$ cat src/rtl/pix_expand.sv
module pix_expand #(
  parameter int unsigned PIX_W     = 32,
  parameter int unsigned CTL_W     = 32,
  parameter int unsigned CH_W      = 8,
  parameter int unsigned BE_BIT    = 23,
  parameter int unsigned ASW_BIT   = 6,
  parameter int unsigned AFULL_BIT = 5
) (
  input  logic             clk,
  input  logic             rst_n,
  input  logic             in_valid,
  output logic             in_ready,
  input  logic [PIX_W-1:0] in_pixel,
  input  logic [CTL_W-1:0] in_ctl,
  output logic             out_valid,
  input  logic             out_ready,
  output logic [CH_W-1:0]  out_a,
  output logic [CH_W-1:0]  out_r,
  output logic [CH_W-1:0]  out_g,
  output logic [CH_W-1:0]  out_b,
  output logic             out_unsup
);
  localparam int unsigned CODE_W = 5;

  function automatic logic [7:0] w5(input logic [4:0] v);
    return {v, v[4:2]};
  endfunction
  function automatic logic [7:0] w6(input logic [5:0] v);
    return {v, v[5:4]};
  endfunction
  function automatic logic [7:0] w4(input logic [3:0] v);
    return {v, v};
  endfunction

  logic [CODE_W-1:0] code;
  logic              full;
  logic [7:0]        amax;
  logic [2:0]        nbytes;
  logic              known;
  logic [31:0]       pm, pb, q;
  logic [7:0]        a_raw, a_n, r_n, g_n, b_n;
  logic              a_scl;

  assign code = in_ctl[CODE_W-1:0];
  assign full = in_ctl[AFULL_BIT];
  assign amax = full ? 8'hFF : 8'h80;
  assign in_ready = !out_valid || out_ready;

  always_comb begin
    known = 1'b1;
    case (code)
      5'd0, 5'd6, 5'd7: nbytes = 3'd2;
      5'd1, 5'd4:       nbytes = 3'd3;
      5'd2, 5'd5:       nbytes = 3'd4;
      default: begin nbytes = 3'd4; known = 1'b0; end
    endcase
  end

  always_comb begin
    case (nbytes)
      3'd2:    pm = {16'b0, in_pixel[15:0]};
      3'd3:    pm = {8'b0, in_pixel[23:0]};
      default: pm = in_pixel[31:0];
    endcase
    if (!in_ctl[BE_BIT])  pb = pm;
    else if (nbytes == 3'd2) pb = {16'b0, pm[7:0], pm[15:8]};
    else if (nbytes == 3'd3) pb = {8'b0, pm[7:0], pm[15:8], pm[23:16]};
    else                     pb = {pm[7:0], pm[15:8], pm[23:16], pm[31:24]};
    q = pb;
    if (in_ctl[ASW_BIT]) begin
      case (code)
        5'd2, 5'd5: q = {pb[7:0], pb[31:8]};
        5'd4:       q = {8'b0, pb[7:0], pb[23:8]};
        5'd6:       q = {16'b0, pb[0], pb[15:1]};
        5'd7:       q = {16'b0, pb[3:0], pb[15:4]};
        default:    q = pb;
      endcase
    end
  end

  always_comb begin
    a_raw = amax;
    a_scl = 1'b0;
    r_n = '0; g_n = '0; b_n = '0;
    case (code)
      5'd0: begin
        r_n = w5(q[15:11]); g_n = w6(q[10:5]); b_n = w5(q[4:0]);
      end
      5'd1, 5'd2: begin
        r_n = q[23:16]; g_n = q[15:8]; b_n = q[7:0];
      end
      5'd4: begin
        a_raw = q[23:16]; a_scl = 1'b1;
        r_n = w5(q[15:11]); g_n = w6(q[10:5]); b_n = w5(q[4:0]);
      end
      5'd5: begin
        a_raw = q[31:24]; a_scl = 1'b1;
        r_n = q[23:16]; g_n = q[15:8]; b_n = q[7:0];
      end
      5'd6: begin
        a_raw = q[15] ? amax : 8'h00;
        r_n = w5(q[14:10]); g_n = w5(q[9:5]); b_n = w5(q[4:0]);
      end
      5'd7: begin
        a_raw = w4(q[15:12]); a_scl = 1'b1;
        r_n = w4(q[11:8]); g_n = w4(q[7:4]); b_n = w4(q[3:0]);
      end
      default: a_raw = 8'h00;
    endcase
    if (a_scl && !full) a_n = 8'((9'(a_raw) + 9'd1) >> 1);
    else                a_n = a_raw;
  end

  always_ff @(posedge clk) begin
    if (!rst_n) begin
      out_valid <= 1'b0;
      out_a <= '0; out_r <= '0; out_g <= '0; out_b <= '0;
      out_unsup <= 1'b0;
    end else if (in_ready) begin
      out_valid <= in_valid;
      if (in_valid) begin
        out_a <= a_n; out_r <= r_n; out_g <= g_n; out_b <= b_n;
        out_unsup <= !known;
      end
    end
  end


  accept_lands_chk: assert property (@(posedge clk) disable iff (!rst_n)
    (in_valid && in_ready) |=> out_valid);


  stall_hold_chk: assert property (@(posedge clk) disable iff (!rst_n)
    (out_valid && !out_ready) |=> (out_valid && $stable(out_a) && $stable(out_r)
      && $stable(out_g) && $stable(out_b) && $stable(out_unsup)));


  opaque_alpha_chk: assert property (@(posedge clk) disable iff (!rst_n)
    (in_valid && in_ready && in_ctl[4:0] <= 5'd2) |=>
      (out_a == (in_ctl[AFULL_BIT] ? 8'hFF : 8'h80) || $past(!in_ctl[AFULL_BIT]) && out_a == 8'h80));


  unsup_zero_chk: assert property (@(posedge clk) disable iff (!rst_n)
    (in_valid && in_ready && (in_ctl[4:0] == 5'd3 || in_ctl[4:3] != 2'b00)) |=>
      (out_unsup && out_a == 8'h00 && out_r == 8'h00 && out_g == 8'h00 && out_b == 8'h00));
endmodule

$ cat config.mk
export PLATFORM = sky130hd
export DESIGN_NAME = pix_expand
export DESIGN_NICKNAME = d
export VERILOG_FILES = /design/src/rtl/pix_expand.sv
export SDC_FILE = /design/constraint.sdc
export NUM_CORES = 1
export LEC_CHECK = 0
export ABC_AREA = 1
export CORE_MARGIN = 2
export CORE_UTILIZATION = 35
export DETAILED_ROUTE_END_ITERATION = 10
export PLACE_DENSITY = 0.6
export SYNTH_ARGS = -nofsm -noshare
export SYNTH_HDL_FRONTEND = slang
export SYNTH_SLANG_ARGS = --single-unit
$ cat constraint.sdc
create_clock -name clk -period 2.7 [get_ports clk]
set_input_delay 0.54 -clock clk [delete_from_list [all_inputs] [get_ports clk]]
set_output_delay 0.54 -clock clk [all_outputs]
set_load 0.01 [all_outputs]
== After elaboration in Yosys (flattened, before gate mapping) ==
Index checks and enable logic that the tools add are counted.
Cells by class
  $add $sub $neg: 1
  eq/ne operators: 8
  multiplexer cells: 16
  reductions and logical operators: 16
Operators with widths (count)
  two-way mux 32 bit: 4
  case mux 32 bit (4 select lines): 1
  case mux 32 bit (2 select lines): 1
  case mux 8 bit (4 select lines): 2
  case mux 8 bit (5 select lines): 1
  case mux 8 bit (3 select lines): 1
  equality test 5 x 3 -> 1 bit, second input constant: 4
  two-way mux 8 bit: 2
  OR reduction 3 bit: 5
  adder 8 x 1 -> 9 bit, second input constant: 1
  two-way mux 7 bit: 1
  OR reduction 7 bit: 1
  equality test 3 x 2 -> 1 bit, second input constant: 2
  case mux 3 bit (2 select lines): 1
  OR reduction 2 bit: 3
  equality test 5 x 1 -> 1 bit, second input constant: 1
  equality test 5 x 2 -> 1 bit, second input constant: 1
  zero test 5 bit: 1
  zero test 1 bit: 3
  two-way mux 1 bit: 2
  AND reduction 2 bit: 1
  logical AND 1 bit: 1
  logical OR 1 bit: 1
Storage, ports and cells
  register bits: 34
  input port bits: 68
  output and inout bits: 35
  logic and storage cells: 47

== Depth between registers and ports, before layout ==
Gate-level depths: netlist of run 1.
  word-level depth: 14
  gate-level depth with buffers: 24
  mapped depth without buffers: 23

== Worst setup path after synthesis of run 1 ==
Ideal clock, no wire load.
  path type: input to register
  from: input port in_ctl[3]
  to: register out_a[5]
  arrival time: 2529 ps
  path slack: 49 ps
  stages: 21
  path buffers: 2
  cells stage by stage: inv_1 > nand2_1 > nor2_1 > nand2_1 > buf_6 > nand2_4 > buf_6 > nand3_1 > nand3_2 > inv_1 > nand2_1 > nand4_2 > nand2_1 > nor2_1 > inv_1 > ha_1 > nand2_1 > nor2_1 > nand2_1 > o211ai_1 > a21oi_1
On the way
  cells in the longest elaborated chain, start to end: 14
  elaborated cells on any way between the ends: 27
  those cells by class: add/sub (1); eq/ne (8); mux (11); reduce/logical (7)
Ends and longest elaborated chain
  from (decl): line 14  | input logic [CTL_W-1:0] in_ctl,
  equality test 5 x 3 -> 1 bit (tied with other cells): line 51, 71, 85
  OR reduction 3 bit / OR reduction 2 bit (equally long branches)
  case mux 3 bit (2 select lines): line 51  | case (code)
  equality test 3 x 2 -> 1 bit (on tied branches): line 60, 67, 66
  case mux 32 bit (2 select lines): line 60  | case (nbytes)
  two-way mux 32 bit: line 67  | else if (nbytes == 3'd3) pb = {8'b0, pm[7:0], pm[15:8], pm[23:16]};
  two-way mux 32 bit: line 66  | else if (nbytes == 3'd2) pb = {16'b0, pm[7:0], pm[15:8]};
  two-way mux 32 bit: line 65  | if (!in_ctl[BE_BIT]) pb = pm;
  case mux 32 bit (4 select lines): line 71  | case (code)
  two-way mux 32 bit: line 70  | if (in_ctl[ASW_BIT]) begin
  two-way mux 8 bit: line 101  | a_raw = q[15] ? amax : 8'h00;
  case mux 8 bit (5 select lines): line 85  | case (code)
  adder 8 x 1 -> 9 bit: line 110  | if (a_scl && !full) a_n = 8'((9'(a_raw) + 9'd1) >> 1);
  two-way mux 8 bit *: line 110
  to (signal assigned): line 122  | out_a <= a_n; out_r <= r_n; out_g <= g_n; out_b <= b_n;
  to (decl): line 17  | output logic [CH_W-1:0] out_a,
Every way passes the cells marked *; elsewhere a longest branch is shown, timed or not.
A chain may end at the register's enable or synchronous reset.

== Worst setup path in the final report of run 1 ==
  from: input port in_ctl[1]
  to: register out_r[1]
On the way
  cells in the longest elaborated chain, start to end: 11
  elaborated cells on any way between the ends: 22
  those cells by class: eq/ne (8); mux (8); reduce/logical (6)
Ends and longest elaborated chain
  equality test 5 x 3 -> 1 bit (tied with other cells): line 51, 71, 85
  OR reduction 3 bit / OR reduction 2 bit (equally long branches)
  case mux 3 bit (2 select lines): line 51
  equality test 3 x 2 -> 1 bit (on tied branches): line 60, 67, 66
  case mux 32 bit (2 select lines): line 60
  two-way mux 32 bit: line 67
  two-way mux 32 bit: line 66
  two-way mux 32 bit: line 65
  case mux 32 bit (4 select lines): line 71
  two-way mux 32 bit: line 70
  case mux 8 bit (4 select lines) *: line 85
  to (signal assigned): line 122
  to (decl): line 18  | output logic [CH_W-1:0] out_r,
Marked as above.

==> results_dict.tcl, run 1 <==
set metrics [dict create \
    end_kind "flip-flop" \
    syn_to_final_growth_pct 73.14 \
    drt_iter0_markers 466 \
    num_vias 5611 \
    required_ns 2.86 \
    cts-buffers-inserted 5 \
    vdd_drop_max_mv 0.1895 \
    path_delay_family "buffers and inverters" \
    setup_tns_ns 0 \
    n_fill_cell 1029 \
    tightest_slew_ns 0.4470 \
    multi_input_area_mm2 0.002995 \
    htree_levels 2 \
    cpPeakStageDelay_ns 0.28 \
    ios 103 \
    drc 0 \
    hold_ws_ns 0.4628 \
    port_buffers 78 \
    postLayoutCellArea_mm2 0.006362 \
    synth_warnings 0 \
    r2r_slack_ns 1.44 \
    ant_nets 0 \
    fmax_mhz 385.2 \
    die_h_um 106.5 \
    status "completed" \
    slowest_stage "bufbuf_16" \
    root_buffer "clkbuf_8" \
    antenna_cells 0 \
    grt_first_pass_wirelength_um 26750 \
    yosysSeqAreaShare_pct 18.52 \
    fin_crit_sh_pct 96.14 \
    maxCapViolCount 0 \
    cts_hold_buf 0 \
    slew_headroom_pct 70.16 \
    clkTransAtPathRegs_ns 0.07 \
    worstPathCellList "buf_2 -> buf_4 -> nand2_2 -> buf_4 -> nand2_4 -> o21ai_4 -> buf_12 -> bufbuf_16 -> nand4_1 -> buf_4 -> nand2_1 -> o21ai_0 -> o21ai_0 -> a21oi_1" \
    overflow 0 \
    dieArea_mm2 0.01133 \
    first_global_vias 5320 \
    finalClockSkew_ns 0.004651 \
    rsz0062_at_grt "yes" \
    core_mm2 0.01028 \
    dr.pass1.iters 5 \
    synth_ff_type "dfxtp_1" \
    layout.nets 979 \
    synth-edff-count 0 \
    worst_setup_path_start_kind "input port" \
    worst-setup-path-type "in -> reg" \
    final_hold_viol_count 0 \
    syn_nets 749 \
    cts_tree "yes" \
    dp.cells 1018 \
    placementRows 37 \
    worstSkewPairLatency_ns 0.29 \
    crit_top_cell "buf_4" \
    fp.dieW_um 106.5 \
    place_area_mm2 0.005665 \
    hpwl_um 12880 \
    synth_cell_types 34 \
    most-common-layout-cells "nand2_1 (220), buf_4 (170), nand3_1 (73)" \
    grt_max_degree 36 \
    async_reset_ff_share_pct 0 \
    regArea_um2 680.7 \
    ys_ff_latch 34 \
    start_util_pct 35.76 \
    period_needed_ns 2.596 \
    finalSetupViolations 0 \
    power.leakage_nw 2.933 \
    syn_area_per_cell_um2 5.404 \
    cp_max_fo 11 \
    hp-class "reg -> reg" \
    maxSlewViolCount 0 \
    viasPerCell 5.359 \
    drive_gt1_share_pct 31.61 \
    cp.buffers_inverters 6 \
    final_cells 1047 \
    netlist_area_mm2 0.003675 \
    crit_arrival_ns 2.75 \
    finalPower_w 0.001783 \
    wire_per_inst_um 15.91 \
    power_density_mw_per_mm2 280.3 \
    place.gp.congestion 0.9899 \
    final_common_cell "nand2_1" \
    syn_inst 680 \
    cts_sinks 34 \
    grt_util_all_layers_pct 29.24 \
    routed_wl_um 16660 \
    clock_path_buffers 2 \
    antenna_found_initial 0 \
]
worst reg2reg max path, stage by stage, from the launching register on:
cell     delay (ns)
dfxtp_1        0.31
nand2_1        0.09
nand2_1        0.08
inv_1          0.06
buf_4          0.31
o21ai_0        0.20
a21oi_1        0.15
area by class of cell:
cell class	count	area share, %
Multi-Input combinational cell	560	47.08
Clock inverter	1	0.07866
Tap cell	136	2.675
Clock buffer	7	1.357
Sequential cell	34	10.70
Timing Repair Buffer	257	34.91
Inverter	52	3.206
metrics by stage:
| step | worst slack [ns] | utilization (%) |
|---|---|---|
| 2_1_floorplan | 0.04882 | - |
| 3_3_place_gp | -0.6936 | 55.13 |
| 3_5_place_dp | -0.7473 | 55.13 |
| 4_1_cts | 0.007512 | 59.11 |
| 5_1_grt | -0.05845 | 61.91 |
| 6_report | 0.1041 | 61.91 |
cell families after synthesis:
family                     Yosys count  share of synthesized area (%)
DFF                                 34                          18.52
AOI/OAI and AO/OA                  137                          20.57
buffers and inverters               86                          9.738
adders and majority gates            1                         0.3404
and+or+nand+nor                    422                          50.83
path summary, 6_finish.rpt:
path                            cells past startpoint                     to                   start
worst max-delay path                               14  out_r[1]$_SDFFE_PN0P_               in_ctl[1]
worst min-delay path                                2  out_g[4]$_SDFFE_PN0P_   out_g[4]$_SDFFE_PN0P_
worst max register to register                      6  out_r[1]$_SDFFE_PN0P_  out_valid$_SDFFE_PN0N_
worst min register to register                      2  out_g[4]$_SDFFE_PN0P_   out_g[4]$_SDFFE_PN0P_
power breakdown:
group          internal [W]  switching (W)  total, W
clock              0.000206       0.000187  0.000393
combinational      0.000409       0.000448  0.000857
sequential         0.000523      0.0000105  0.000533
cells in the mapped netlist, drive strengths merged, types with 7 or more instances:
cell | n | share of area [%]
inv | 50 | 5.1
buf | 19 | 2.9
a21oi | 77 | 10
nor2 | 40 | 4.4
dfxtp | 34 | 19
nand3 | 96 | 13
nand4 | 27 | 4.8
o2111ai | 7 | 1.7
clkbuf | 15 | 1.5
o21ai | 35 | 4.8
o211ai | 10 | 2.0
or2 | 12 | 2.0
nand2 | 243 | 26
per-layer routing:
| metal | global-route usage, % | vias to the layer above | part of all wire [%] | wire [um] |
|---|---|---|---|---|
| li1 | - | 2763 | - | - |
| met1 | 39.99 | 2623 | 44 | 7343 |
| met2 | 48.44 | 186 | 47 | 7803 |
| met3 | 4.598 | 39 | 6.7 | 1122 |
| met4 | 6.494 | 0 | 2.3 | 391 |
| met5 | 0 | - | 0 | 0 |
state kept, by name, summed over array words and instances, names as in the netlist:
signal	count
out_unsup	1
out_r	8
out_valid	1
out_a	8
out_g	8
out_b	8
what timing repair did:
item / CTS / global route
gates cloned: 2 / 0
resized for setup: 52 / 81
pin swaps: 27 / 43
endpoints found under the hold margin: 0 / 0
setup endpoints to repair: 32 / 29
buffers inserted: 14 / 7
(Power assumes the default switching activity.)
==> run 2, diff against run 1 <==
CORE_MARGIN = 1.5   (was 2)
==> run 2 against run 1 <==
Compared with the run above:
- largest cell class unchanged
- die area decreased by 1.9%
- non-clock buffer count shrank 16
- via count about the same
- design area decreased by 4.1%
==> results_dict.tcl, run 2 (same netlist as run 1, synthesis figures left out) <==
set metrics [dict create \
    fmax_mhz 390.7 \
    setup_tns_ns 0 \
    cts_hold_buf 0 \
    fp.dieW_um 105.5 \
    cts_sinks 34 \
    antenna_cells 0 \
    final_common_cell "nand2_1" \
    setup_ws_ns 0.1406 \
    port_buffers 78 \
    final_util_pct 59.35 \
    hold_ws_ns 0.4656 \
    viasPerCell 5.427 \
    end_kind "flip-flop" \
    crit_arrival_ns 2.78 \
    switching_share_pct 36.71 \
    clock_path_buffers 2 \
    routed_wl_um 16860 \
    cpPeakStageDelay_ns 0.32 \
    hpwl_um 13120 \
    finalSetupViolations 0 \
    status "completed" \
    finalClockSkew_ns 0.004765 \
    htree_levels 2 \
    internal_power_w 0.001110 \
    grt_first_pass_wirelength_um 26560 \
    maxCapViolCount 0 \
    core_mm2 0.01028 \
    dieArea_mm2 0.01112 \
    num_vias 5612 \
    start_util_pct 35.76 \
    worst-setup-path-type "in -> reg" \
    p_clk_share_pct 22.8 \
    required_ns 2.92 \
    slew_headroom_pct 66.83 \
    drive_gt1_share_pct 28.17 \
    worst_setup_path_start_kind "input port" \
    dp.cells 1005 \
    slowest_stage "or2_2" \
    p_switching_w 0.0006439 \
    cp_max_fo 8 \
    grt_util_all_layers_pct 30.00 \
    tightest_slew_ns 0.4924 \
    root_buffer "clkbuf_8" \
    placementRows 37 \
    first_global_vias 5173 \
    drc 0 \
    drt_iter0_markers 503 \
    cts_tree "yes" \
    place.gp.congestion 1.035 \
    hp-class "reg -> reg" \
    clkTransAtPathRegs_ns 0.07 \
    cts-buffers-inserted 5 \
    final_cells 1034 \
    n_fill_cell 1063 \
    grt_max_degree 33 \
    wire_per_inst_um 16.30 \
    overflow 0 \
    place_ws_ns -0.6505 \
    ant_nets 0 \
    layout.nets 966 \
    period_needed_ns 2.559 \
    worstPathCellList "clkbuf_2 -> inv_1 -> nand2_2 -> nor2_4 -> buf_4 -> inv_1 -> nor2_1 -> buf_4 -> buf_4 -> inv_1 -> o2111ai_1 -> o21ai_0 -> or2_2 -> o21ai_0 -> nand2_1 -> a21oi_1" \
    pwr-share-comb_pct 46.8 \
    die_h_um 105.5 \
    maxSlewViolCount 0 \
    ios 103 \
    power_density_mw_per_mm2 287.5 \
    power.leakage_nw 2.830 \
    dr.pass1.iters 7 \
    fin_crit_sh_pct 94.79 \
    most-common-layout-cells "nand2_1 (226), buf_4 (152), nand3_1 (78)" \
    vdd_drop_max_mv 0.2203 \
    syn_to_final_growth_pct 65.99 \
    antenna_found_initial 0 \
    seq_power_share_pct 30.4 \
    final_hold_viol_count 0 \
    worstSkewPairLatency_ns 0.29 \
]
[run 2: timing repair]
item / CTS / global route
endpoints found under the setup margin: 32 / 32
pin swaps: 15 / 30
buffers inserted: 9 / 9
gates resized for setup: 46 / 49
gates cloned: 3 / 1
[run 2: cell type report]
type	count	area, um^2	share of cell area (%)
Tap cell	136	170.2	2.790
Clock buffer	7	86.33	1.415
Timing Repair inverter	1	3.754	0.06154
Sequential cell	34	680.7	11.16
Timing Repair Buffer	241	2064	33.85
Inverter	52	200.2	3.282
Multi-Input combinational cell	562	2889	47.36
Clock inverter	1	5.005	0.08205
[run 2: per-stage QoR]
stage	cell area, um^2	total power, W
4_1_cts	5936	0.001723
3_3_place_gp	5605	0.001286
6_report	6100	0.001754
2_1_floorplan	3675	0.0008855
3_5_place_dp	5605	0.001288
5_1_grt	6100	0.001855
[run 2: power by group through the flow]
| stage | clock, W | combinational, W | sequential (W) |
|---|---|---|---|
| floorplan | 0 | 0.000331 | 0.000554 |
| global placement | 0 | 0.000742 | 0.000544 |
| detailed placement | 0 | 0.000743 | 0.000545 |
| CTS | 0.000410 | 0.000780 | 0.000534 |
| global route | 0.000432 | 0.000887 | 0.000536 |
| finish | 0.000399 | 0.000821 | 0.000534 |
[run 2: metal layers]
layer  GRT usage (%)  part of all wire (%)
met1           41.27                    45
met3           4.824                   7.3
met2           47.71                    45
met5               0                     0
met4           9.491                   2.5
[run 2: final timing paths]
path                                             start                     to  slack [ns]  cells after the start
worst max register to register  out_valid$_SDFFE_PN0N_  out_b[6]$_SDFFE_PN0P_        1.26                      6
worst min-delay path             out_a[6]$_SDFFE_PN0P_  out_a[6]$_SDFFE_PN0P_        0.47                      2
worst max-delay path                         in_ctl[3]  out_b[0]$_SDFFE_PN0P_        0.14                     16
worst min register to register   out_a[6]$_SDFFE_PN0P_  out_a[6]$_SDFFE_PN0P_        0.47                      2
[run 2: critical path: cells and delay by family]
| kind | cells | cell delay [ns] |
|---|---|---|
| AO/OA/AOI/OAI | 4 | 0.60 |
| buffers and inverters | 7 | 0.84 |
| AND/OR/NAND/NOR | 5 | 0.77 |
